<file path="config.mk">
export PLATFORM = sky130hd
export DESIGN_NAME = extirq_ctrl
export DESIGN_NICKNAME = d
export VERILOG_FILES = /design/src/rtl/extirq_pkg.sv /design/src/rtl/extirq_cfg.sv /design/src/rtl/extirq_edge.sv /design/src/rtl/extirq_ctrl.sv
export SDC_FILE = /design/constraint.sdc
export NUM_CORES = 1
export LEC_CHECK = 0
export CAP_MARGIN = 25
export CORE_AREA = 2 2 39 41
export DETAILED_ROUTE_END_ITERATION = 8
export DIE_AREA = 0 0 41 43
export DONT_BUFFER_PORTS = 1
export SLEW_MARGIN = 15
export SYNTH_ARGS = -nofsm -noshare
export SYNTH_HDL_FRONTEND = slang
export SYNTH_SLANG_ARGS = --single-unit
</file>
<file path="constraint.sdc">
create_clock -name clk -period 1 [get_ports clk]
set_input_delay 0.05 -clock clk [delete_from_list [all_inputs] [get_ports clk]]
set_output_delay 0.05 -clock clk [all_outputs]
set_load 0.01 [all_outputs]
</file>
<file path="src/rtl/extirq_pkg.sv">
package extirq_pkg;
  typedef enum logic [1:0] {
    MODE_NORMAL  = 2'b00,
    MODE_EMUL    = 2'b01,
    MODE_SPECIAL = 2'b10,
    MODE_RSVD    = 2'b11
  } op_mode_e;
endpackage

</file>
<file path="src/rtl/extirq_cfg.sv">
module extirq_cfg #(
  parameter int DATA_W   = 8,
  parameter int EDGE_BIT = 7,
  parameter int EN_BIT   = 6
) (
  input  logic              clk,
  input  logic              rst_n,
  input  logic              wr_en,
  input  logic [DATA_W-1:0] wdata,
  input  logic              special,
  output logic              edge_sel,
  output logic              pin_en,
  output logic              locked,
  output logic [DATA_W-1:0] rdata
);
  // edge select: write-once unless special; enable: always writable
  always_ff @(posedge clk or negedge rst_n) begin
    if (!rst_n) begin
      edge_sel <= 1'b0;
      pin_en   <= 1'b1;
      locked   <= 1'b0;
    end else if (wr_en) begin
      pin_en <= wdata[EN_BIT];
      if (special || !locked) edge_sel <= wdata[EDGE_BIT];
      if (!special) locked <= 1'b1;
    end
  end

  for (genvar i = 0; i < DATA_W; i++) begin : g_rd
    if (i == EDGE_BIT) begin : g_edge
      assign rdata[i] = edge_sel;
    end else if (i == EN_BIT) begin : g_en
      assign rdata[i] = pin_en;
    end else begin : g_zero
      assign rdata[i] = 1'b0;
    end
  end
endmodule

</file>
<file path="src/rtl/extirq_edge.sv">
module extirq_edge (
  input  logic clk,
  input  logic rst_n,
  input  logic pin_n,
  input  logic edge_mode,
  input  logic ack,
  output logic latch_q
);
  logic prev_q;
  logic fall;

  assign fall = prev_q & ~pin_n;

  always_ff @(posedge clk or negedge rst_n) begin
    if (!rst_n) begin
      prev_q  <= 1'b1;
      latch_q <= 1'b0;
    end else begin
      prev_q <= pin_n;
      if (!edge_mode)  latch_q <= 1'b0;
      else if (fall)   latch_q <= 1'b1;
      else if (ack)    latch_q <= 1'b0;
    end
  end
endmodule

</file>
<file path="src/rtl/extirq_ctrl.sv">
module extirq_ctrl #(
  parameter int DATA_W   = 8,
  parameter int EDGE_BIT = 7,
  parameter int EN_BIT   = 6
) (
  input  logic              clk,
  input  logic              rst_n,
  input  logic              pin_n,
  input  logic [1:0]        mode,
  input  logic              reg_wr,
  input  logic [DATA_W-1:0] reg_wdata,
  output logic [DATA_W-1:0] reg_rdata,
  input  logic              svc_ack,
  output logic              irq_req
);
  import extirq_pkg::*;

  localparam int MAX_BIT = (EDGE_BIT > EN_BIT) ? EDGE_BIT : EN_BIT;

  initial begin
    if (MAX_BIT >= DATA_W || EDGE_BIT == EN_BIT)
      $error("extirq_ctrl: bad field positions");
  end

  logic edge_sel, pin_en, lock_q, latch_q, special;

  assign special = (op_mode_e'(mode) == MODE_SPECIAL);

  extirq_cfg #(
    .DATA_W(DATA_W), .EDGE_BIT(EDGE_BIT), .EN_BIT(EN_BIT)
  ) u_cfg (
    .clk(clk), .rst_n(rst_n), .wr_en(reg_wr), .wdata(reg_wdata),
    .special(special), .edge_sel(edge_sel), .pin_en(pin_en),
    .locked(lock_q), .rdata(reg_rdata)
  );

  extirq_edge u_edge (
    .clk(clk), .rst_n(rst_n), .pin_n(pin_n), .edge_mode(edge_sel),
    .ack(svc_ack), .latch_q(latch_q)
  );

  assign irq_req = pin_en & (edge_sel ? latch_q : ~pin_n);
endmodule

</file>
After elaboration in Yosys (flattened, before gate mapping)
Index checks and enable logic that the tools add are counted. Widths: inputs -> output; s select.

Bitwise operators: 4. Multiplexer cells: 4. Equal/unequal tests: 2. Reduce and logical (&&, ||, !) cells: 4.

Operator list (number): $mux 1 (4); $reduce_and 2->1 (2); $ne 3x2->1 const B (1); $and 1x1->1 (2); $eq 2x2->1 const B (1); $not 1->1 (2); $logic_not 1->1 (1); $logic_or 1x1->1 (1).

Bits in registers: 5.

Depth between registers and ports, before layout
Gate-level depths: netlist of run 1.

Word-level depth: 4. Gate-level depth with buffers: 3.

By module
Synthesis of run 1 repeated with hierarchy kept, for this count alone.

Cells, all modules: 27. Area, all modules: 290.3 µm².

By module, submodules not included: extirq_cfg (instances 1, cells an instance 18, area an instance 187.7 µm², seq. area each 76.3 µm²); extirq_edge (instances 1, cells an instance 5, area an instance 75.1 µm², seq. area each 51.3 µm²); extirq_ctrl (instances 1, cells an instance 4, area an instance 27.5 µm², seq. area each 0.0 µm²).

Worst setup path after synthesis of run 1
Ideal clock, no wire load.

Kind: register to register. Start: reg u_cfg.locked. End: reg u_cfg.edge_sel. Clock period less this slack: 0.914 ns. Required time: 0.875 ns. Cell stages (with the launch flop): 3. Buffers on the path: 0. Arrival: 0.788 ns. Path slack: 0.086 ns. Cells stage by stage: dfrtp_1 a21boi_2 mux2_4.

Longest elaborated chain between the ends: 3.

Ends and longest elaborated chain: start: declaration (RTL line extirq_cfg.sv:13) `output logic locked,`; start signal: assignment (RTL line extirq_cfg.sv:21) `locked <= 1'b0;`; start signal: assignment (RTL line extirq_cfg.sv:25) `if (!special) locked <= 1'b1;`; $logic_not 1->1 (RTL line extirq_cfg.sv:24) `if (special || !locked) edge_sel <= wdata[EDGE_BIT];`; $logic_or 1x1->1 (RTL line extirq_cfg.sv:24); $reduce_and 2->1 (no source line); end signal: assignment (RTL line extirq_cfg.sv:24); end: declaration (RTL line extirq_cfg.sv:11) `output logic edge_sel,`.

Every way passes these cells. A chain may end at the register's enable or synchronous reset.

Worst setup path in the final report of run 1
Start: reg u_cfg.pin_en. End: out irq_req.

Longest elaborated chain between the ends: 1.

Ends and longest elaborated chain: start: declaration (RTL line extirq_cfg.sv:12) `output logic pin_en,`; start signal: assignment (RTL line extirq_cfg.sv:23) `pin_en <= wdata[EN_BIT];`; $and 1x1->1 (RTL line extirq_ctrl.sv:42) `assign irq_req = pin_en & (edge_sel ? latch_q : ~pin_n);`; end: declaration (RTL line extirq_ctrl.sv:14) `output logic irq_req`.

Every way passes these cells.

==> results of run 1 <==
==> final timing paths <==
| kind | startpoint | to | slack [ns] | depth (start not counted) |
|---|---|---|---|---|
| setup / recovery | u_cfg.pin_en | irq_req | -0.009 | 1 |
| hold / removal | svc_ack | u_edge.latch_q | 0.05 | 2 |
| setup reg to reg | u_cfg.locked | u_cfg.edge_sel | 0.05 | 2 |
| hold reg to reg | u_cfg.locked | u_cfg.locked | 0.48 | 1 |
| max in group asynchronous | rst_n | u_cfg.pin_en | 0.64 | 1 |
| min in group asynchronous | rst_n | u_cfg.edge_sel | 0.10 | 1 |
==> cell families after synthesis <==
kind of cell,synth area share [%]
AO/OA/AOI/OAI,10.9
buffers and inverters,23.6
flip-flops,44.5
multiplexers,9.17
other,1.31
AND/OR/NAND/NOR,10.5
==> report_power, final <==
| part | internal (mW) | switching (mW) | leakage, nW |
|---|---|---|---|
| sequential | 0.226 | 0.0152 | 0.0549 |
| clock | 0.150 | 0.0769 | 0.0150 |
| combinational | 0.0671 | 0.0440 | 0.0958 |
==> what timing repair did <==
| action | 4_1_cts | 5_1_grt |
|---|---|---|
| endpoints found under the setup margin | 1 | 2 |
| buffers inserted | 1 | 0 |
| hold buffers | 6 | 0 |
| resized for setup | 2 | 0 |
| pin swaps | 1 | 1 |
| hold endpoints to repair | 9 | 0 |
==> state kept, by name, indices dropped and copies added, names as in the netlist <==
| name | count |
|---|---|
| u_cfg.edge_sel | 1 |
| u_cfg.locked | 1 |
| u_cfg.pin_en | 1 |
| u_edge.latch_q | 1 |
| u_edge.prev_q | 1 |
==> metal layers <==
metal	part of all wire, %	global-route usage [%]
met5	0	0
met3	16	6.28
met1	43	7.19
met2	41	8.44
met4	0	6.00
==> placed cells by master, fill, tap and decap left out <==
| master | instances |
|---|---|
| a21boi_2 | 1 |
| a21o_2 | 1 |
| and2_1 | 1 |
| and2_4 | 1 |
| buf_4 | 2 |
| clkbuf_1 | 1 |
| clkbuf_4 | 3 |
| conb_1 | 6 |
| dfrtp_1 | 3 |
| dfstp_2 | 2 |
| dlygate4sd3_1 | 6 |
| inv_1 | 2 |
| mux2_2 | 1 |
| mux2_4 | 1 |
| nand2_1 | 1 |
| nand2b_4 | 1 |
| o21ai_1 | 1 |
| o22ai_1 | 1 |
==> through the flow <==
stage               util, %  setup WS [ns]  cells
global placement       19.7         0.0723     40
CTS                    26.7        -0.0291     51
finish                 26.7       -0.00881     51
detailed placement     19.7         0.0546     40
floorplan                 -         0.0865     31
global route           26.7        -0.0531     51
==> final cells by class <==
| type | instances | area, um^2 |
|---|---|---|
| Clock buffer | 4 | 26.3 |
| Fill cell | 151 | 1010 |
| Inverter | 2 | 7.51 |
| Multi-Input combinational cell | 16 | 113 |
| Sequential cell | 5 | 128 |
| Tap cell | 16 | 20.0 |
| Timing Repair Buffer | 8 | 75.1 |
==> results.sh, run 1 <==
export IMPL_max_stage_delay_ns=0.56
export IMPL_worstPathCellList="and2_4"
export IMPL_cp_num_buf_inv=0
export IMPL_min_period_over_period_pct=101
export IMPL_start_kind="register"
export IMPL_min_period_ns=1.01
export IMPL_cp_arrival_ns=0.96
export IMPL_clk_path_buf_depth=2
export IMPL_routed_via_density=3.53
export IMPL_start_util_pct=20.7
export IMPL_netlist_top_cell_by_area="dfrtp_1"
export IMPL_timing_hold_ws_ns=0.0515
export IMPL_cts_tree="yes"
export IMPL_vias=180
export IMPL_hold_path_class="input port to register"
export IMPL_p_per_area_nw_per_um2=1570
export IMPL_wl_per_cell_um=8.96
export IMPL_grt_overflow=0
export IMPL_die_x_um=41
export IMPL_crit_fanout=3
export IMPL_async_flop_share_pct=100
export IMPL_crit_path_end_kind="primary output"
export IMPL_clkSinkCount=5
export IMPL_setup_viol=1
export IMPL_yosysWarnings=0
export IMPL_drt_first_pass_iters=4
export IMPL_fin_tns_setup_ns=-0.00881
export IMPL_synth_area_um2=287
export IMPL_clock_root_buffer="clkbuf_4"
export IMPL_setup_worst_path_class="register to primary output"
export IMPL_ant_nets=0
export IMPL_clock_latency_ns=0.24
export IMPL_crit_family="flip-flops"
export IMPL_dp_final_hpwl_um=339
export IMPL_p_total_uw=580
export IMPL_drv_slew=0
export IMPL_post_dp_cell_area_um2=273
export IMPL_fp_row_count=14
export IMPL_synth_top_area_share_pct=26.2
export IMPL_yosys_most_used_dff="dfrtp_1"
export IMPL_max_freq_mhz=991
export IMPL_status="complete, but fails checks"
export IMPL_synthCells=26
export IMPL_grt_pass1_wl_um=731
export IMPL_synth_edff_count=0
export IMPL_max_cap_violations=0
export IMPL_grt_pass1_vias=192
export IMPL_avgSynthCellArea_um2=11.0
export IMPL_core_um2=1380
export IMPL_ys_seq_area_share_pct=44.5
export IMPL_cpMaxStageDelayCell="dfstp_2"
export IMPL_clk_pin_slew_ns=0.04
export IMPL_wl_um=457
export IMPL_grt_max_degree=6
export IMPL_route_detailed_drc=0
export IMPL_clock_skew_ns=0.00185
export IMPL_p_leak_nw=0.166
export IMPL_synth_most_common_cell="buf_4"
export IMPL_io_buffers=0
export IMPL_antenna_found_initial=0
export IMPL_die_area_um2=1760
export IMPL_finalInstanceArea_um2=369
export IMPL_synth_area_leaders="dfrtp_1, buf_4, dfstp_2"
export IMPL_ir_drop_mv=0.652
export IMPL_routabilityCongestion=0.613
export IMPL_final_layout_size_suffix_gt1_share_pct=37.1
export IMPL_layout_setup_ws_ns=-0.00881
export IMPL_htree_levels=1
export IMPL_dieHeight_um=43
export IMPL_required_ns=0.95
export IMPL_finalHoldViolCount=0
export IMPL_failed_checks="negative setup slack"
export IMPL_nets=51
export IMPL_synth_seq_cells=5
export IMPL_io_pins=24
export IMPL_cts_made_buffers=3
export IMPL_area_growth_pct=28.8
export IMPL_drt_iter0_drc=3
export IMPL_grt_usage_pct=7.06
export IMPL_post_synth_num_cell_types=14
export IMPL_synthTopCellsByCount="buf_4, dfrtp_1, and2_1, dfstp_2, inv_1"
export IMPL_grt_setup_unrepaired="true"
export IMPL_num_antenna_cells=0
No activity file was read; power rests on OpenSTA's default activity.
==> inputs of run 2 (changes only) <==
--- a/config.mk
+++ b/config.mk
@@ -13,4 +13,5 @@
 export SLEW_MARGIN = 15
 export SYNTH_ARGS = -nofsm -noshare
 export SYNTH_HDL_FRONTEND = slang
+export SYNTH_HIERARCHICAL = 1
 export SYNTH_SLANG_ARGS = --single-unit
==> run 2 against run 1 <==
  * Final cell count rose by 2.0%
  * Clock power rose by 2%
  * Critical path type unchanged
  * Worst hold slack got worse by 0.25 ns
  * Sequential power fell by 2%
  * Highest routed layer unchanged
  * Synthesized cell count rose by 3.8%
  * The flow finishes with violations (negative hold slack, negative setup slack)
  * Maximum frequency fell by 6.9%
  * Sequential share of layout area rose by 0.12 points
  * Global-route usage fell by 0.59 points
  * Count of clock-buffer cells in the layout did not move
  * Setup slack got worse by 0.075 ns
==> results.sh, run 2 <==
export IMPL_ant_nets=0
export IMPL_switching_power_uw=141
export IMPL_cp_arrival_ns=1.03
export IMPL_synthCells=27
export IMPL_synth_most_common_cell="buf_4"
export IMPL_cts_tree="yes"
export IMPL_grt_max_degree=6
export IMPL_clock_latency_ns=0.24
export IMPL_clock_skew_ns=0.00508
export IMPL_grt_overflow=0
export IMPL_netlist_top_cell_by_area="dfrtp_1"
export IMPL_timing_hold_ws_ns=-0.196
export IMPL_hold_path_class="input port to register"
export IMPL_failed_checks="negative hold slack, negative setup slack"
export IMPL_start_util_pct=21.0
export IMPL_area_growth_pct=26.7
export IMPL_clkSinkCount=5
export IMPL_synth_seq_cells=5
export IMPL_vias=181
export IMPL_io_buffers=0
export IMPL_p_leak_nw=0.170
export IMPL_final_cell_mix="conb_1, dlygate4sd3_1, clkbuf_4, buf_4, dfrtp_1"
export IMPL_max_freq_mhz=923
export IMPL_min_period_ns=1.08
export IMPL_multi_input_area_um2=114
export IMPL_route_detailed_drc=0
export IMPL_rrSetupSlack_ns=0
export IMPL_async_flop_share_pct=100
export IMPL_drt_first_pass_iters=2
export IMPL_ctsResizeCount=0
export IMPL_ys_seq_area_share_pct=44.0
export IMPL_cp_num_buf_inv=0
export IMPL_hold_start="pin_n"
export IMPL_die_area_um2=1760
export IMPL_status="complete, but fails checks"
export IMPL_num_antenna_cells=0
export IMPL_grt_setup_unrepaired="true"
export IMPL_wl_per_cell_um=9.13
export IMPL_drv_slew=0
export IMPL_final_common_cell="conb_1"
export IMPL_cts_made_buffers=3
export IMPL_routabilityCongestion=0.640
export IMPL_synth_area_um2=290
export IMPL_fin_tns_setup_ns=-0.152
export IMPL_yosys_most_used_dff="dfrtp_1"
export IMPL_synthTopCellsByCount="buf_4, dfrtp_1"
export IMPL_crit_fanout=2
export IMPL_worstPathCellList="or2_1 > a21boi_2"
export IMPL_fill_cells=149
export IMPL_min_period_over_period_pct=108
export IMPL_max_stage_delay_ns=0.38
export IMPL_required_ns=0.95
export IMPL_cpMaxStageDelayCell="dfrtp_1"
export IMPL_fp_row_count=14
export IMPL_antenna_found_initial=0
export IMPL_grt_usage_pct=6.48
export IMPL_seq_area_um2=128
export IMPL_clock_root_buffer="clkbuf_4"
export IMPL_setup_worst_path_class="register to primary output"
export IMPL_drt_iter0_drc=2
export IMPL_hold_end="u_edge/prev_q"
export IMPL_finalHoldViolCount=2
export IMPL_final_layout_size_suffix_gt1_share_pct=36.1
export IMPL_start_kind="register"
export IMPL_max_cap_violations=0
export IMPL_place_inst=41
export IMPL_clk_path_buf_depth=2
export IMPL_p_per_area_nw_per_um2=1600
export IMPL_dp_final_hpwl_um=335
export IMPL_power_share_clock_pct=39.2
export IMPL_r2r_cells=3
export IMPL_io_pins=24
export IMPL_r2r_end="u_cfg/edge_sel"
export IMPL_routed_via_density=3.48
export IMPL_ir_drop_mv=0.754
export IMPL_rr_startpoint="u_cfg/edge_sel"
export IMPL_synth_area_leaders="dfrtp_1, buf_4, dfstp_2"
export IMPL_post_synth_num_cell_types=14
export IMPL_layout_cells_non_filler=52
export IMPL_wl_um=475
export IMPL_setup_viol=3
export IMPL_die_x_um=41
export IMPL_internal_power_uw=447
export IMPL_avgSynthCellArea_um2=10.8
export IMPL_grt_pass1_wl_um=731
export IMPL_crit_path_end_kind="primary output"
export IMPL_clk_pin_slew_ns=0.04
export IMPL_dieHeight_um=43
export IMPL_switching_share_pct=24.0
export IMPL_synth_top_area_share_pct=25.9
export IMPL_yosysWarnings=6
export IMPL_htree_levels=1
export IMPL_p_seq_share_pct=40.5
export IMPL_holdPathStages=0
export IMPL_grt_pass1_vias=180
export IMPL_synth_edff_count=0
export IMPL_pwr_share_comb_pct=20.3
export IMPL_crit_family="flip-flops"
export IMPL_core_um2=1380
export IMPL_nets=52
export IMPL_layout_setup_ws_ns=-0.0835
## run 2: cell types whose count changed after synthesis, sizes merged
cell / previous run / this run
a21boi: 1 / 2
nor2b: 0 / 1
a21o: 1 / 0
nand2b: 1 / 2
o21ai: 1 / 2
or2: 0 / 1
and2: 2 / 0
o22ai: 1 / 0
## run 2: cell families (layout without fill, tap and decap cells)
group | Yosys count | in the layout | share of synthesized area (%)
AND/OR/NAND/NOR | 5 | 5 | 9.91
flip-flops | 5 | 5 | 44.0
multiplexers | 2 | 2 | 9.05
buffers and inverters | 10 | 14 | 23.3
other | 1 | 6 | 1.29
AO/OA/AOI/OAI | 4 | 4 | 12.5
## run 2: repair_timing
| action | CTS | global route |
|---|---|---|
| setup buffers | 2 | 0 |
| pin swaps | 2 | 2 |
| endpoints found under the setup margin | 1 | 3 |
| hold endpoints to repair | 10 | 2 |
| hold buffers | 4 | 1 |
## run 2: layout make-up
cell class	count	share of cell area [%]
Inverter	2	2.04
Timing Repair Buffer	8	19.7
Multi-Input combinational cell	17	31.0
Clock buffer	4	7.14
Sequential cell	5	34.7
Tap cell	16	5.44
## run 2: how the worst max path moves through the flow
stage	start	to	slack [ns]	depth (start not counted)
floorplan	u_cfg/locked	u_cfg/edge_sel	0.1	3
global placement	u_cfg/locked	u_cfg/edge_sel	0.08	3
detailed placement	u_cfg/locked	u_cfg/edge_sel	0.06	3
CTS	u_cfg/edge_sel	irq_req	-0.11	2
global route	u_cfg/edge_sel	irq_req	-0.12	2
finish	u_cfg/edge_sel	irq_req	-0.08	2
## run 2: layer usage
layer	global-route usage, %	part of all wire [%]	vias up	wire length [um]
met5	0	0	-	0
met4	2.00	0	0	0
met3	6.81	11	0	51
met2	8.44	41	14	196
met1	6.93	48	78	227
li1	-	-	89	-
## run 2: through the flow
stage	hold WS (ns)	total power [mW]	utilization (%)	setup slack (ns)	cell area, um^2
6_report	-0.196	0.589	26.6	-0.0835	368
5_1_grt	-0.210	0.626	26.6	-0.121	368
4_1_cts	-0.204	0.598	25.9	-0.112	358
3_5_place_dp	-0.245	0.321	20.0	0.0589	277
3_3_place_gp	-0.245	0.318	20.0	0.0768	277
2_1_floorplan	-0.246	0.332	-	0.0996	309
## run 2: power by group through the flow
stage	logic, mW	registers (mW)	clock network (mW)
4_1_cts	0.118	0.239	0.240
6_report	0.120	0.238	0.231
2_1_floorplan	0.0936	0.239	0
3_3_place_gp	0.0721	0.246	0
5_1_grt	0.131	0.241	0.254
3_5_place_dp	0.0736	0.247	0
==> inputs of run 3 (changes only) <==
--- a/config.mk
+++ b/config.mk
@@ -10,6 +10,7 @@
 export DETAILED_ROUTE_END_ITERATION = 8
 export DIE_AREA = 0 0 41 43
 export DONT_BUFFER_PORTS = 1
+export SETUP_SLACK_MARGIN = 0.4
 export SLEW_MARGIN = 15
 export SYNTH_ARGS = -nofsm -noshare
 export SYNTH_HDL_FRONTEND = slang
==> run 3 against run 2 <==
  * The run still ends with negative hold slack, negative setup slack left
  * Sequential share of layout area is 0.85 points higher
  * Maximum frequency is 2.0% higher
  * Flip-flop and latch count stayed put
  * Setup slack better by 0.021 ns
  * Die area stayed put
  * Critical endpoint unchanged
==> results.sh, run 3 (synthesis results as in run 2) <==
export IMPL_status="complete, but fails checks"
export IMPL_failed_checks="negative hold slack, negative setup slack"
export IMPL_grt_max_degree=6
export IMPL_grt_pass1_wl_um=655
export IMPL_required_ns=0.95
export IMPL_fp_row_count=14
export IMPL_path_depth=1
export IMPL_num_antenna_cells=0
export IMPL_io_pins=24
export IMPL_htree_levels=1
export IMPL_place_worst_setup_slack_ns=0.0850
export IMPL_dieHeight_um=43
export IMPL_final_common_cell="conb_1"
export IMPL_fill_cells=142
export IMPL_wl_per_cell_um=9.28
export IMPL_p_total_uw=591
export IMPL_drv_slew=0
export IMPL_start_kind="register"
export IMPL_r2r_end="u_cfg/edge_sel"
export IMPL_die_area_um2=1760
export IMPL_finalHoldViolCount=2
export IMPL_area_growth_pct=23.7
export IMPL_cts_tree="yes"
export IMPL_die_x_um=41
export IMPL_layout_cells_non_filler=50
export IMPL_clkSinkCount=5
export IMPL_min_period_ns=1.06
export IMPL_p_per_area_nw_per_um2=1650
export IMPL_setup_worst_path_class="register to primary output"
export IMPL_worstPathCellList="a21boi_4"
export IMPL_crit_family="flip-flops"
export IMPL_clk_pin_slew_ns=0.04
export IMPL_crit_path_end_kind="primary output"
export IMPL_clk_path_buf_depth=2
export IMPL_drt_first_pass_iters=2
export IMPL_max_stage_delay_ns=0.57
export IMPL_final_layout_size_suffix_gt1_share_pct=41.2
export IMPL_min_period_over_period_pct=106
export IMPL_max_cap_violations=0
export IMPL_crit_end="irq_req"
export IMPL_setup_viol=2
export IMPL_multi_input_area_um2=125
export IMPL_startpoint="u_cfg/pin_en"
export IMPL_rr_startpoint="u_cfg/edge_sel"
export IMPL_finalInstanceArea_um2=359
export IMPL_place_inst=41
export IMPL_r2r_cells=3
export IMPL_antenna_found_initial=0
export IMPL_vias=181
export IMPL_cts_made_buffers=3
export IMPL_max_freq_mhz=941
export IMPL_route_detailed_drc=0
export IMPL_cpMaxStageDelayCell="dfstp_2"
export IMPL_drt_iter0_drc=2
export IMPL_routed_via_density=3.62
export IMPL_start_util_pct=21.0
export IMPL_cp_arrival_ns=1.01
export IMPL_wl_um=464
export IMPL_rrSetupSlack_ns=-0.01
export IMPL_grt_overflow=0
export IMPL_cp_num_buf_inv=0
export IMPL_post_dp_cell_area_um2=280
export IMPL_fin_util_pct=25.9
export IMPL_clock_root_buffer="clkbuf_4"
export IMPL_ir_drop_mv=0.690
export IMPL_timing_hold_ws_ns=-0.0447
export IMPL_routabilityCongestion=0.633
export IMPL_hold_path_class="input port to register"
export IMPL_p_leak_nw=0.168
export IMPL_layout_setup_ws_ns=-0.0625
export IMPL_clock_skew_ns=0.00166
export IMPL_grt_usage_pct=6.26
export IMPL_nets=50
export IMPL_final_cell_mix="conb_1, clkbuf_4, dlygate4sd3_1, buf_4, dfrtp_1"
export IMPL_clock_latency_ns=0.24
export IMPL_fin_tns_setup_ns=-0.0701
export IMPL_core_um2=1380
export IMPL_grt_setup_unrepaired="true"
export IMPL_crit_fanout=3
export IMPL_ant_nets=0
export IMPL_io_buffers=0
export IMPL_grt_pass1_vias=170
export IMPL_ctsHoldBuffers=3
export IMPL_seq_area_um2=128
==> run 3: cell types whose count changed in the layout (fill, tap and decap cells not counted) <==
cell	before	now
a21boi_2	2	1
a21boi_4	0	1
dlygate4sd3_1	5	3
inv_1	2	1
inv_2	0	1
mux2_2	1	0
mux2_4	1	2
o21ai_0	1	0
o21ai_1	0	1
==> run 3: worst min path at each step <==
| stage | end | from | cells past startpoint | slack, ns |
|---|---|---|---|---|
| final | u_cfg/pin_en | reg_wdata[6] | 1 | -0.04 |
| after CTS | u_cfg/pin_en | reg_wdata[6] | 1 | -0.05 |
| after global routing | u_cfg/pin_en | reg_wdata[6] | 1 | -0.06 |
| after detailed placement | u_edge/latch_q | rst_n | 0 | -0.25 |
| after floorplan | u_cfg/edge_sel | rst_n | 0 | -0.25 |
| after global placement | u_edge/latch_q | rst_n | 0 | -0.25 |
==> run 3: area by class of cell <==
type | count | share of cell area, %
clock buffers | 4 | 7.32
inverters | 2 | 2.09
multi-input cells | 17 | 34.8
flip-flops and latches | 5 | 35.5
well taps | 16 | 5.57
repair buffers | 6 | 14.6
==> run 3: power by group <==
part           internal [mW]  switching [mW]  leakage (nW)
clock network          0.151          0.0775        0.0150
registers              0.226          0.0124        0.0550
logic                 0.0724          0.0526        0.0978
total                  0.449           0.143         0.168
==> run 3: timing repair <==
| item | 4_1_cts | 5_1_grt |
|---|---|---|
| gates resized for setup | 2 | 1 |
| setup endpoints to repair | 7 | 7 |
| buffers inserted | 2 | 0 |
| pin swaps | 1 | 1 |
| hold endpoints to repair | 10 | 3 |
==> run 3: metal layers <==
metal,vias up,GRT usage (%),wire (um)
li1,85,-,-
met1,81,8.85,203
met2,15,6.25,169
met3,0,7.85,91
met4,0,0,0
met5,-,0,0
